<file path="src/rtl/fxq_pkg.sv">
package fxq_pkg;
  typedef enum logic {
    QM_TRUNC = 1'b0,
    QM_ROUND = 1'b1
  } qmode_e;
endpackage

</file>
<file path="src/rtl/fxq_smul.sv">
module fxq_smul #(
  parameter int W = 4
) (
  input  logic [W-1:0]   a,
  input  logic [W-1:0]   b,
  output logic [2*W-1:0] p
);
  logic signed [2*W-1:0] prod_s;

  assign prod_s = $signed(a) * $signed(b);
  assign p      = prod_s;
endmodule

</file>
<file path="src/rtl/fxq_quant.sv">
module fxq_quant
  import fxq_pkg::*;
#(
  parameter int IW = 8,
  parameter int IF = 6,
  parameter int OF = 3,
  parameter int OW = 4
) (
  input  logic [IW-1:0] x,
  input  qmode_e        mode,
  output logic [OW-1:0] y
);
  localparam int SH = IF - OF;
  localparam int EW = IW + 1;

  generate
    if (SH > 0) begin : g_shift
      localparam logic [EW-1:0] HALF = EW'(1) << (SH - 1);
      logic signed [EW-1:0] ext;
      logic signed [EW-1:0] sum;
      logic signed [EW-1:0] shr;

      // one guard bit so the half-LSB add cannot overflow
      assign ext = {x[IW-1], x};
      assign sum = ext + ((mode == QM_ROUND) ? HALF : '0);
      assign shr = sum >>> SH;
      assign y   = shr[OW-1:0];
    end else begin : g_pass
      assign y = x[OW-1:0];
    end
  endgenerate
endmodule

</file>
<file path="src/rtl/fxq_mul_round.sv">
module fxq_mul_round
  import fxq_pkg::*;
#(
  parameter int DW  = 4,
  parameter int FW  = 3,
  parameter int RW  = 7,
  parameter int RF  = 5,
  parameter int RQF = 3,
  localparam int PW  = 2 * DW,
  localparam int ROW = RW - (RF - RQF)
) (
  input  logic           clk,
  input  logic           rst,
  input  logic           in_vld,
  input  logic           rnd_mode,
  input  logic [DW-1:0]  op_a,
  input  logic [DW-1:0]  op_b,
  input  logic [RW-1:0]  red_in,
  output logic           out_vld,
  output logic [DW-1:0]  prod_q,
  output logic [ROW-1:0] red_q
);
  logic [PW-1:0]  prod_full;
  logic [DW-1:0]  prod_n;
  logic [ROW-1:0] red_n;
  qmode_e         mode;

  assign mode = qmode_e'(rnd_mode);

  fxq_smul #(.W(DW)) u_mul (
    .a (op_a),
    .b (op_b),
    .p (prod_full)
  );

  fxq_quant #(.IW(PW), .IF(2 * FW), .OF(FW), .OW(DW)) u_qprod (
    .x    (prod_full),
    .mode (mode),
    .y    (prod_n)
  );

  fxq_quant #(.IW(RW), .IF(RF), .OF(RQF), .OW(ROW)) u_qred (
    .x    (red_in),
    .mode (mode),
    .y    (red_n)
  );

  always_ff @(posedge clk) begin
    if (rst) begin
      out_vld <= 1'b0;
      prod_q  <= '0;
      red_q   <= '0;
    end else begin
      out_vld <= in_vld;
      if (in_vld) begin
        prod_q <= prod_n;
        red_q  <= red_n;
      end
    end
  end
endmodule

</file>
<file path="config.mk">
export PLATFORM = sky130hd
export DESIGN_NAME = fxq_mul_round
export DESIGN_NICKNAME = d
export VERILOG_FILES = /design/src/rtl/fxq_pkg.sv /design/src/rtl/fxq_smul.sv /design/src/rtl/fxq_quant.sv /design/src/rtl/fxq_mul_round.sv
export SDC_FILE = /design/constraint.sdc
export NUM_CORES = 1
export LEC_CHECK = 0
export ABC_AREA = 1
export BUFFER_PORTS_ARGS = -buffer_cell sky130_fd_sc_hd__buf_2
export CORE_AREA = 5 5 63 51
export DETAILED_ROUTE_END_ITERATION = 12
export DIE_AREA = 0 0 68 56
export PLACE_DENSITY = 0.58
export SKIP_LAST_GASP = 1
export SYNTH_ARGS = -nofsm -noshare
export SYNTH_HDL_FRONTEND = slang
export SYNTH_SLANG_ARGS = --single-unit
</file>
<file path="constraint.sdc">
create_clock -name clk -period 3.62 [get_ports clk]
set_clock_uncertainty 0.05 [all_clocks]
set_input_delay 0.362 -clock clk [delete_from_list [all_inputs] [get_ports clk]]
set_output_delay 0.362 -clock clk [all_outputs]
set_load 0.03 [all_outputs]
</file>
==> impl_metrics.csv <==
group,metric,value,unit
yosys,seq_area_frac_synth,20.9,%
floorplan,die_w,68,um
critical_path,end_kind,"flop",
placement,io_buffers,27,
yosys,synth_seq_cells,10,
job,drv_cap,0,
global_routing,grtUsageMet2,20.3,%
detailed_routing,detail_route.wirelength,1990,um
yosys,synth_cells,140,
yosys,syn-cell-area,956,um^2
sta,fin_ws,0.466,ns
detailed_routing,vias,887,
cts,clockBufferDepth,2,
yosys,yosysWarnings,0,
power_and_ir_drop,power,390,uW
yosys,synth.avg_cell_area,6.83,um^2
sta,fin_crit_sh,87.1,%
placement,gp_congestion,0.715,
finish,diodes,0,
critical_path,critPathRequiredTime,3.72,ns
sta,hold_viol,0,
cts,clkLatencyLatePin,0.26,ns
finish,nFillCells,275,
power_and_ir_drop,peakVddDrop,187,uV
critical_path,crit_fanout,4,
yosys,synth_top_area_share,20.9,%
critical_path,rr_worst_depth,4,
sta,rsz0062_at_grt,"no",
yosys,synth_cell_types,15,
finish,mostFrequentLayoutCells,"nand2_1, inv_1, buf_2",
worst_hold_path,holdCritPathClass,"in2reg",
global_routing,overflow,0,
critical_path,start_kind,"primary input",
detailed_routing,drtIter0Drc,23,
run_status,status,"completed",
finish,area_growth,20.8,%
worst_hold_path,whs_path_depth,2,
floorplan,rows,16,
detailed_routing,wl_per_cell,9.71,um
sta,tightest_slew,0.265,ns
critical_path,criticalPathCategory,"in2reg",
detailed_routing,post-route-drc-count,0,
cts,htree_levels,1,
cts,cts_buffers,3,
yosys,synth.area.top_cells,"dfxtp_1, fa_1, inv_1, nand2_1, ha_1",
cts,cts_hold_buf,0,
cts,clock-sinks,10,
cts,postCtsSetupBuffers,0,
floorplan,ios,29,
placement,pre_cts_ws,0.163,ns
sta,setup_violations,0,
sta,max_freq,0.317,GHz
placement,dpl.hpwl,1740,um
detailed_routing,vias_per_cell,4.33,
floorplan,core,2500,um^2
cts,cts_resized,0,
sta,slew_violations,0,
critical_path,crit_arrival,3.26,ns
global_routing,met1_usage,16.7,%
finish,nets,207,
floorplan,die-area,3810,um^2
placement,dp.cells,202,
yosys,synth_nets,176,
global_routing,track_usage,12.7,%
cts,cts_tree,"built",
finish,layout.cells.non_filler,205,
sta,relSlewSlack,82.3,%
cts,cts_root_buf,"clkbuf_4",
finish,drive_gt1_share,18.3,%
floorplan,die_h,56,um
sta,fin_tns_setup,0,ns
detailed_routing,first_pass_iters,3,
global_routing,grt_pass1_vias,914,
detailed_routing,postRouteAntennaNets,0,
power_and_ir_drop,power_density,338,nW/um^2
power_and_ir_drop,leakagePower,0.000718,uW
yosys,synth_top_area_cell,"dfxtp_1",
sta,period_needed,3.15,ns
floorplan,initial_utilization,38.2,%
global_routing,grt_use_met3,3.64,%
global_routing,grt_max_degree,13,
finish,seqCellArea,200,um^2
global_routing,antenna_found_initial,0,
global_routing,grt_pass1_wl,3780,um
global_routing,grt-busiest-layer,"met2",
cts,cts.reportedPaths.clkPinSlew,0.06,ns
finish,multi_input_area,632,um^2
worst paths after layout:
check,startpoint,end,slack (ns)
setup reg to reg,red_q[4]$_SDFFE_PP0P_,red_q[4]$_SDFFE_PP0P_,2.89
hold reg to reg,prod_q[0]$_SDFFE_PP0P_,prod_q[0]$_SDFFE_PP0P_,0.46
hold / removal,rst,out_vld$_SDFF_PP0_,0.32
setup / recovery,op_b[3],prod_q[2]$_SDFFE_PP0P_,0.47
cell usage after synthesis, drive strengths merged:
cell    number
a21o         1
nand3        7
or2          1
clkbuf       1
a21oi        2
xor2         2
dfxtp       10
xnor2        4
o21ai        9
ha           9
nor2        23
nand2       31
fa           8
inv         31
clkinv       1
cell families (layout without fill, tap and decap cells):
kind of cell | after synthesis | after routing | share of synthesized area, %
adder cells (fa/ha/maj) | 17 | 17 | 28.5
AND/OR/NAND/NOR | 62 | 62 | 25.5
buffers and inverters | 33 | 62 | 13.0
AO/OA/AOI/OAI | 12 | 12 | 6.54
flip-flops | 10 | 10 | 20.9
XOR/XNOR | 6 | 6 | 5.50
registers in the layout, indices dropped and copies added, names as in the netlist:
name	flops
out_vld	1
red_q	5
prod_q	4
per-layer routing:
metal  routed length, um  share of wire (%)
met2                 905                 45
met5                   0                  0
met1                 982                 49
met3                  80                4.0
met4                  22                1.1
metrics by stage:
stage / utilization [%] / hold WS (ns) / cell area (um^2)
finish: 46.2 / 0.323 / 1150
global route: 46.2 / 0.320 / 1150
CTS: 46.2 / 0.306 / 1150
detailed placement: 45.3 / 0.442 / 1130
global placement: 45.3 / 0.444 / 1130
floorplan: - / 0.384 / 956
power breakdown:
part	internal [uW]	leakage [uW]	switching (uW)	total [uW]
combinational	74.3	0.000621	114	188
sequential	122	0.0000832	5.34	128
clock	38.3	0.0000138	35.8	74.2
total	235	0.000718	155	390
worst max-delay path, stage by stage:
cell and delay (ns):
buf_2 0.09, inv_1 0.08, or2_2 0.30, fa_1 0.57, fa_1 0.45, fa_1 0.46, inv_1 0.06, ha_1 0.13
inv_1 0.06, fa_1 0.37, xnor2_1 0.13, o21ai_0 0.14, inv_1 0.05
area by class of cell:
type | instances | area share, %
tap | 36 | 3.90
multi-input combinational | 97 | 54.7
clock buffer | 3 | 1.95
sequential | 10 | 17.3
inverter | 32 | 10.4
timing repair buffer | 27 | 11.7
Note: power is estimated with default switching activity, not from simulation.
